<file path="config.mk">
export PLATFORM = sky130hd
export DESIGN_NAME = gpint_bank
export DESIGN_NICKNAME = d
export VERILOG_FILES = /design/src/rtl/gpint_pkg.sv /design/src/rtl/gpint_filter.sv /design/src/rtl/gpint_detect.sv /design/src/rtl/gpint_regs.sv /design/src/rtl/gpint_bank.sv
export SDC_FILE = /design/constraint.sdc
export NUM_CORES = 1
export LEC_CHECK = 0
export ABC_AREA = 0
export BUFFER_PORTS_ARGS = -buffer_cell sky130_fd_sc_hd__buf_2
export CELL_PAD_IN_SITES_DETAIL_PLACEMENT = 0
export CELL_PAD_IN_SITES_GLOBAL_PLACEMENT = 2
export CORE_MARGIN = 2
export CORE_UTILIZATION = 42
export CTS_CLUSTER_DIAMETER = 100
export DETAILED_ROUTE_END_ITERATION = 8
export GPL_TIMING_DRIVEN = 0
export PLACE_DENSITY = 0.86
export SYNTH_ARGS = -nofsm -noshare
export SYNTH_HDL_FRONTEND = slang
export SYNTH_SLANG_ARGS = --single-unit
</file>
<file path="constraint.sdc">
create_clock -name clk -period 10.4 [get_ports clk]
set_input_delay 2.08 -clock clk [delete_from_list [all_inputs] [get_ports clk]]
set_output_delay 2.08 -clock clk [all_outputs]
set_load 0.03 [all_outputs]
</file>
<file path="src/rtl/gpint_pkg.sv">
`timescale 1ns/1ps
package gpint_pkg;
    localparam int NCFG     = 6;
    localparam int CFG_EN   = 0;
    localparam int CFG_MASK = 1;
    localparam int CFG_TYP  = 2;
    localparam int CFG_POL  = 3;
    localparam int CFG_BOTH = 4;
    localparam int CFG_DEB  = 5;

    localparam int OFS_CFG0 = 'h10;
    localparam int OFS_STAT = 'h50;
    localparam int OFS_RAW  = 'h58;
    localparam int OFS_EOI  = 'h60;

    typedef enum logic {ST_STEADY, ST_QUALIFY} filt_state_e;
endpackage

</file>
<file path="src/rtl/gpint_filter.sv">
`timescale 1ns/1ps
module gpint_filter
    import gpint_pkg::*;
#(
    parameter int DEB_CYCLES = 4
) (
    input  logic clk,
    input  logic rst_n,
    input  logic pin_i,
    input  logic deb_en_i,
    output logic lvl_o
);
    localparam int CW = (DEB_CYCLES > 2) ? $clog2(DEB_CYCLES) : 1;
    localparam logic [CW-1:0] LAST = CW'(DEB_CYCLES - 1);

    filt_state_e   state_q, state_n;
    logic [CW-1:0] cnt_q, cnt_n;
    logic          filt_q, filt_n;

    always_ff @(posedge clk) begin
        if (!rst_n) begin
            state_q <= ST_STEADY;
            cnt_q   <= '0;
            filt_q  <= 1'b0;
        end else begin
            state_q <= state_n;
            cnt_q   <= cnt_n;
            filt_q  <= filt_n;
        end
    end

    always_comb begin
        state_n = state_q;
        cnt_n   = cnt_q;
        filt_n  = filt_q;
        if (!deb_en_i) begin
            state_n = ST_STEADY;
            cnt_n   = '0;
            filt_n  = pin_i;
        end else begin
            unique case (state_q)
                ST_STEADY: begin
                    if (pin_i != filt_q) begin
                        state_n = ST_QUALIFY;
                        cnt_n   = CW'(1);
                    end
                end
                ST_QUALIFY: begin
                    if (pin_i == filt_q) begin
                        state_n = ST_STEADY;
                        cnt_n   = '0;
                    end else if (cnt_q == LAST) begin
                        state_n = ST_STEADY;
                        cnt_n   = '0;
                        filt_n  = pin_i;
                    end else begin
                        cnt_n = cnt_q + 1'b1;
                    end
                end
                default: state_n = ST_STEADY;
            endcase
        end
    end

    assign lvl_o = deb_en_i ? filt_q : pin_i;

    AST_FILT_QUALIFIED: assert property (@(posedge clk) disable iff (!rst_n)
        (deb_en_i && $past(deb_en_i) && filt_q != $past(filt_q))
        |-> ($past(state_q) == ST_QUALIFY && $past(cnt_q) == LAST));
endmodule

</file>
<file path="src/rtl/gpint_detect.sv">
`timescale 1ns/1ps
module gpint_detect (
    input  logic clk,
    input  logic rst_n,
    input  logic lvl_i,
    input  logic typ_i,
    input  logic pol_i,
    input  logic both_i,
    input  logic clr_i,
    output logic raw_o
);
    logic prev_q, lat_q;
    logic rise, fall, hit;

    assign rise = lvl_i & ~prev_q;
    assign fall = ~lvl_i & prev_q;
    assign hit  = typ_i & (both_i ? (rise | fall) : (pol_i ? rise : fall));

    always_ff @(posedge clk) begin
        if (!rst_n) begin
            prev_q <= 1'b0;
            lat_q  <= 1'b0;
        end else begin
            prev_q <= lvl_i;
            if (hit)        lat_q <= 1'b1;
            else if (clr_i) lat_q <= 1'b0;
        end
    end

    assign raw_o = typ_i ? lat_q : (lvl_i == pol_i);

    AST_LATCH_HOLD: assert property (@(posedge clk) disable iff (!rst_n)
        (lat_q && !clr_i) |=> lat_q);
    AST_LATCH_CLEAR: assert property (@(posedge clk) disable iff (!rst_n)
        (clr_i && lvl_i == prev_q) |=> !lat_q);
    AST_BOTH_EDGES: assert property (@(posedge clk) disable iff (!rst_n)
        (typ_i && both_i && lvl_i != prev_q) |=> lat_q);
endmodule

</file>
<file path="src/rtl/gpint_regs.sv">
`timescale 1ns/1ps
module gpint_regs
    import gpint_pkg::*;
#(
    parameter int NPINS = 32,
    parameter int AW    = 8
) (
    input  logic             clk,
    input  logic             rst_n,
    input  logic             bus_we,
    input  logic [AW-1:0]    bus_addr,
    input  logic [31:0]      bus_wdata,
    output logic [31:0]      bus_rdata,
    input  logic [NPINS-1:0] raw_i,
    input  logic [NPINS-1:0] stat_i,
    output logic [NPINS-1:0] en_o,
    output logic [NPINS-1:0] mask_o,
    output logic [NPINS-1:0] typ_o,
    output logic [NPINS-1:0] pol_o,
    output logic [NPINS-1:0] both_o,
    output logic [NPINS-1:0] deb_o,
    output logic [NPINS-1:0] eoi_o
);
    function automatic logic [AW-4:0] blk(input int ofs);
        logic [AW-1:0] a;
        a = AW'(ofs);
        return a[AW-1:3];
    endfunction

    logic [NPINS-1:0] cfg_q [NCFG];
    logic [NPINS-1:0] wr_mask, wr_val;
    logic             wr_ok;

    assign wr_ok = bus_we && (bus_addr[1:0] == 2'b00);

    always_comb begin
        for (int i = 0; i < NPINS; i++) begin
            wr_mask[i] = (bus_addr[2] == (i >= 16)) && bus_wdata[16 + (i % 16)];
            wr_val[i]  = bus_wdata[i % 16];
        end
    end

    for (genvar k = 0; k < NCFG; k++) begin : g_cfg
        logic sel;
        assign sel = wr_ok && (bus_addr[AW-1:3] == blk(OFS_CFG0 + 8 * k));
        always_ff @(posedge clk) begin
            if (!rst_n)   cfg_q[k] <= '0;
            else if (sel) cfg_q[k] <= (cfg_q[k] & ~wr_mask) | (wr_val & wr_mask);
        end
    end

    assign eoi_o  = (wr_ok && bus_addr[AW-1:3] == blk(OFS_EOI)) ? (wr_val & wr_mask) : '0;
    assign en_o   = cfg_q[CFG_EN];
    assign mask_o = cfg_q[CFG_MASK];
    assign typ_o  = cfg_q[CFG_TYP];
    assign pol_o  = cfg_q[CFG_POL];
    assign both_o = cfg_q[CFG_BOTH];
    assign deb_o  = cfg_q[CFG_DEB];

    logic [NPINS-1:0] sel_v;
    logic [31:0]      pad;
    always_comb begin
        sel_v = '0;
        for (int k = 0; k < NCFG; k++)
            if (bus_addr[AW-1:3] == blk(OFS_CFG0 + 8 * k)) sel_v = cfg_q[k];
        if (bus_addr[AW-1:3] == blk(OFS_STAT)) sel_v = stat_i;
        if (bus_addr[AW-1:3] == blk(OFS_RAW))  sel_v = raw_i;
        pad       = 32'(sel_v);
        bus_rdata = {16'h0000, bus_addr[2] ? pad[31:16] : pad[15:0]};
    end

    AST_WE_GUARD: assert property (@(posedge clk) disable iff (!rst_n)
        (bus_we && bus_addr == AW'(OFS_CFG0) && !bus_wdata[16])
        |=> (cfg_q[CFG_EN][0] == $past(cfg_q[CFG_EN][0])));
endmodule

</file>
<file path="src/rtl/gpint_bank.sv">
`timescale 1ns/1ps
module gpint_bank
    import gpint_pkg::*;
#(
    parameter int NPINS      = 32,
    parameter int AW         = 8,
    parameter int DEB_CYCLES = 4
) (
    input  logic             clk,
    input  logic             rst_n,
    input  logic [NPINS-1:0] pin_lvl,
    input  logic             bus_we,
    input  logic [AW-1:0]    bus_addr,
    input  logic [31:0]      bus_wdata,
    output logic [31:0]      bus_rdata,
    output logic             irq_o
);
    logic [NPINS-1:0] en, mask, typ, pol, both, deb, eoi;
    logic [NPINS-1:0] lvl, raw, stat;

    gpint_regs #(.NPINS(NPINS), .AW(AW)) u_regs (
        .clk(clk), .rst_n(rst_n), .bus_we(bus_we), .bus_addr(bus_addr),
        .bus_wdata(bus_wdata), .bus_rdata(bus_rdata), .raw_i(raw), .stat_i(stat),
        .en_o(en), .mask_o(mask), .typ_o(typ), .pol_o(pol), .both_o(both),
        .deb_o(deb), .eoi_o(eoi)
    );

    for (genvar i = 0; i < NPINS; i++) begin : g_pin
        gpint_filter #(.DEB_CYCLES(DEB_CYCLES)) u_filt (
            .clk(clk), .rst_n(rst_n), .pin_i(pin_lvl[i]), .deb_en_i(deb[i]),
            .lvl_o(lvl[i])
        );
        gpint_detect u_det (
            .clk(clk), .rst_n(rst_n), .lvl_i(lvl[i]), .typ_i(typ[i]),
            .pol_i(pol[i]), .both_i(both[i]), .clr_i(eoi[i]), .raw_o(raw[i])
        );
    end

    assign stat  = raw & en & ~mask;
    assign irq_o = |stat;

    AST_IRQ_NEEDS_ENABLE: assert property (@(posedge clk) disable iff (!rst_n)
        irq_o |-> |(en & ~mask));
endmodule

</file>
* Word level (Yosys, flattened, before mapping)
Memory sizes are Yosys's and may differ from the RTL's.
Cells that the tools add are included.
** Word-level totals
- Register bits after elaboration :: 192
- RAM bits :: 192
- Input bits :: 75
- Output and inout bits :: 33
- Word-level logic and storage cells :: 1455
- Memories kept :: 1
** Cells by class
- $add $sub $neg :: 32
- Equal/unequal tests :: 265
- Multiplexer cells :: 611
- Bitwise logic cells :: 248
- Reduce and logical (&&, ||, !) cells :: 138
** Memories
- u_regs.cfg_q :: depth 6, width 32, rd ports 6, clocked after Yosys merged registers in 0, wr ports 6, line gpint_regs.sv:30 : logic [NPINS-1:0] cfg_q [NCFG];
** Operators by type and width (count)
- $mux W32 :: 15
- $mux W1 :: 435
- $and A32 B32 Y32 :: 9
- $mux W2 :: 96
- $ne A2 B1 Y1 const B :: 96
- $or A32 B32 Y32 :: 6
- $pmux W2 S2 :: 32
- $not A1 Y1 :: 97
- $and A1 B1 Y1 :: 96
- $reduce_and A3 Y1 :: 32
- $add A2 B1 Y2 const B :: 32
- $eq A1 B1 Y1 :: 64
- $eq A2 B2 Y1 const B :: 32
- $ne A2 B2 Y1 const B :: 32
- $not A32 Y32 :: 2
- $pmux W1 S2 :: 32
- $reduce_and A2 Y1 :: 32
- $reduce_bool A2 Y1 :: 32
- $logic_and A1 B1 Y1 :: 40
- $or A1 B1 Y1 :: 38
- $ne A1 B1 Y1 :: 32
- $reduce_or A32 Y1 :: 1
- $eq A5 B3 Y1 const B :: 4
- $mux W16 :: 1
- other kinds (3) :: 6

* Longest topological paths before layout
- Depth after elaboration :: 10
- Gate-level depth with buffers :: 10
- Depth with buffers taken out :: 6

* Cells and area by module
Synthesis repeated with hierarchy kept, for this count alone.
** Second synthesis, totals
- Cells, all modules :: 2408
- Area total of the unflattened synthesis :: 22455.3 um^2
** By module, submodules not included
- gpint_regs :: instances 1, cells an instance 1235, area an instance 11303.3 um^2
- gpint_filter :: instances 32, cells an instance 19, area an instance 205.2 um^2
- gpint_detect :: instances 32, cells an instance 15, area an instance 131.4 um^2
- gpint_bank :: instances 1, cells an instance 85, area an instance 381.6 um^2

* Worst setup path after synthesis
OpenSTA, ideal clock, no wires.
- Path type :: input port to output port
- From :: input port bus_addr[6]
- To :: output port bus_rdata[14]
- Data arrival time :: 4317 ps
- Required time :: 8320 ps
- Path slack :: 4003 ps
- Stages on the path :: 8
- Buffers on the path :: 2
- Path through :: buf_2 > and4bb_2 > nor2b_1 > buf_2 > nand2_1 > o21ai_0 > a221oi_1 > o311ai_0
** Between the ends
- Longest elaborated chain between the ends :: 10
- Elaborated cells on any way between the ends :: 17
** Ends and longest elaborated chain
- start, declared :: line gpint_bank.sv:13 : input logic [AW-1:0] bus_addr,
- $eq A5 B2 Y1 :: line gpint_regs.sv:65 : if (bus_addr[AW-1:3] == blk(OFS_CFG0 + 8 * k)) sel_v = cfg_q[k];
- $mux W32 (6 in series) :: line gpint_regs.sv:65
- $mux W32 :: line gpint_regs.sv:66 : if (bus_addr[AW-1:3] == blk(OFS_STAT)) sel_v = stat_i;
- $mux W32 (*) :: line gpint_regs.sv:67 : if (bus_addr[AW-1:3] == blk(OFS_RAW)) sel_v = raw_i;
- $mux W16 (*) :: line gpint_regs.sv:69 : bus_rdata = {16'h0000, bus_addr[2] ? pad[31:16] : pad[15:0]};
- end, declared :: line gpint_bank.sv:15 : output logic [31:0] bus_rdata,
Every way passes the cells marked *; elsewhere a longest branch is shown, timed or not.

* Final worst setup path
- From :: input port bus_addr[7]
- To :: output port bus_rdata[6]
Same word-level chain as after synthesis.

==> flow_summary_export.csv <==
group,metric,value,unit
yosys,synth-edff-count,192,
yosys,synth-compound-area-share,21.54,%
finish,multi_input_area,10550,sq um
placement,dp_hpwl,59240,um
timing,rsz0062_at_grt,"false",
die,coreArea,49860,sq um
clock_network,clock_path_buffers,3,
yosys,synthSimpleGateAreaFrac,15.86,%
finish,finish.utilization,48.16,%
timing,hold-worst-slack,0.4796,ns
clock_network,htreeDepth,2,
finish,antenna_cells,0,
yosys,synth_top_area_share,27.39,%
global_route,grt.overflow.total,0,
clock_network,clock_sinks,384,
die,die_w,227.9,um
timing,finalSetupViolCount,0,
timing,maxSlewViolCount,2,
timing,fin_skew,0.02599,ns
clock_network,cts_resized,0,
worst_setup_path,crit-reg2reg-launch,"u_regs.cfg_q[2][41]",
yosys,muxShareOfSynthArea,3.959,%
pwr,power_leakage,9.367,nW
yosys,synth_area_leaders,"edfxtp_1 (27%), dfxtp_1 (18%), a21oi_1 (7.7%)",
run,drv_cap,1,
global_route,antenna_found_initial,1,
yosys,synth.cell_area,21050,sq um
yosys,synth_cells,2301,
clock_network,hold_buffers,0,
yosys,synth-main-ff-cell,"edfxtp_1",
route,vias_per_cell,6.073,
die,dieArea,51920,sq um
yosys,synth_adder_area_share,5.707,%
finish,layout.area.seq,9609,sq um
yosys,synth_warnings,0,
placement,post_dp_cell_area,22640,sq um
worst_setup_path,max_stage_delay,1.31,ns
min_path,hold_path.class,"flip-flop to flip-flop",
timing,hold_viol,0,
placement,place_congestion,0.9723,
clock_network,clk_latency,0.61,ns
timing,tightest_slew,1.554,ns
worst_setup_path,crit_chain,"buf_2 > buf_6 > nand4bb_1 > clkbuf_1 > or2_2 > clkbuf_1 > a21oi_1 > a2111oi_0 > a41oi_1 > buf_2",
timing,min_period,8.178,ns
placement,port_buffers,88,
yosys,synth-seq-area-share,45.65,%
finish,final_design_area_no_fill,24010,sq um
route,first_iter_violations,2392,
timing,tns,0,ns
min_path,hp-start,"g_pin[9].u_det.lat_q",
worst_setup_path,required,8.32,ns
clock_network,cts_buffers,44,
yosys,avgSynthCellArea,9.147,sq um
route,drt-wirelength-per-cell,26.21,um
route,drcViolationCount,0,
die,initial_core_util,42.21,%
global_route,grt_max_degree,25,
finish,syn_to_final_growth,14.09,%
worst_setup_path,crit_slowest_cell,"a2111oi_0",
die,rows,82,
clock_network,cts_tree,"yes",
pwr,ir_worst_vdd,0.1066,mV
clock_network,clkTransAtPathRegs,0.06,ns
yosys,synthDistinctLibCells,73,
global_route,first_global_vias,18270,
global_route,track_usage,31.52,%
global_route,grt_pass1_wl,120900,um
worst_setup_path,cp-startpoint,"bus_addr[7]",
pwr,p_per_area,152.4,nW/um^2
yosys,ys_ff_latch,384,
yosys,synth_top_family_by_area,"compound AO/OA/AOI/OAI gates",
worst_setup_path,cp-end-kind,"output pin",
yosys,async_reset_ff_share,0,%
clock_network,postCtsSetupRepairBufs,0,
die,die_h,227.9,um
worst_setup_path,crit_path_start_kind,"primary input",
status,violations,"max-capacitance violations, max-slew violations",
timing,slew_headroom,-6.310,%
clock_network,cts_root_buf,"clkbuf_16",
die,ios,108,
route,drt-total-wl,83030,um
worst_setup_path,worstPathMaxFanout,10,
finish,drive_above_1_share,10.22,%
route,final_antenna_net_count,0,
worst_setup_path,critPathKind,"primary input to output pin",
finish,fillers,4844,
yosys,yosys.area.top_type,"edfxtp_1",
worst_setup_path,crit_arrival,6.10,ns
timing,fin_crit_sh,78.63,%
route,vias,19240,
status,status,"finished, violations left",
finish,nets,2631,
yosys,synthXorXnorAreaFrac,2.580,%
timing,max_freq,122.3,MHz
route,drt_pass1_iterations,6,
## critical path: cells and delay by family
family	cells	cell delay, ns
buffers and inverters	5	1.89
AOI/OAI and AO/OA	3	1.74
and+or+nand+nor	2	0.38
## synthesized netlist by cell type (all sizes together) (46+ instances only)
library cell and count:
dfxtp 192, a21oi 322, nand2 323, mux2i 46
edfxtp 192, nor2 126, ha 96, clkbuf 97
inv 91, o21ai 222, nand3 54, xor2 59
## cell usage in the layout, fill, tap and decap left out, types with 19 or more instances in the layout
master and count:
a21oi_1 322, a31oi_1 32, and3b_1 34, buf_2 107, buf_4 19, clkbuf_1 108
clkbuf_16 45, dfxtp_1 192, edfxtp_1 192, ha_1 96, inv_1 90, mux2_2 32
mux2i_1 45, nand2_1 320, nand2b_1 20, nand3_1 54, nand3b_1 27, nor2_1 125
nor2b_1 23, nor3b_1 42, o2111a_1 32, o211ai_1 37, o21ai_0 220, xor2_1 59
## registers in the layout, indices dropped and copies added (netlist names)
name / cells
g_pin.u_filt.state_q: 32
g_pin.u_filt.cnt_q: 64
g_pin.u_filt.filt_q: 32
g_pin.u_det.lat_q: 32
u_regs.cfg_q: 192
g_pin.u_det.prev_q: 32
## metrics by stage
| step | power [mW] | setup slack [ns] | cells |
|---|---|---|---|
| after floorplan | 1.957 | 4.003 | 2316 |
| after global placement | 2.130 | 0.1774 | 3076 |
| after detailed placement | 2.145 | 2.640 | 3086 |
| after CTS | 3.668 | 2.623 | 3168 |
| after global routing | 3.772 | 2.520 | 3168 |
| final | 3.660 | 2.222 | 3168 |
## cells by family (layout without fill, tap and decap cells)
logic type	count (synthesis)	after routing
compound gates	762	762
mux	78	78
buf+inv	233	413
other cells	1	16
flops	384	384
fa+ha+maj	96	96
simple gates	685	685
xor+xnor	62	62
## layer usage
metal	track usage [%]	wire length (um)
met5	0	0
met2	49.06	36530
met4	13.24	3535
met3	7.187	8923
met1	42.23	34040
## worst paths after layout
path,to,slack (ns),depth (start not counted)
setup reg to reg,g_pin[9].u_det.lat_q,8.16,7
hold reg to reg,g_pin[9].u_det.lat_q,0.48,2
setup / recovery,bus_rdata[6],2.22,10
hold / removal,g_pin[9].u_det.lat_q,0.48,2
## power by group
part | switching, mW | leakage [nW] | total, mW | internal, mW
Clock | 0.667 | 0.682 | 1.53 | 0.867
Combinational | 0.301 | 5.13 | 0.431 | 0.130
Sequential | 0.0505 | 3.56 | 1.69 | 1.64
## cell type report
class / instances / share of cell area [%]
clock inverters: 22 / 0.6774
plain buffers: 141 / 2.668
inverters: 92 / 1.438
clock buffers: 60 / 5.049
well taps: 672 / 3.501
flip-flops and latches: 384 / 40.02
repair buffers: 98 / 2.699
multi-input cells: 1699 / 43.95
No activity file was read; power rests on OpenSTA's default activity.
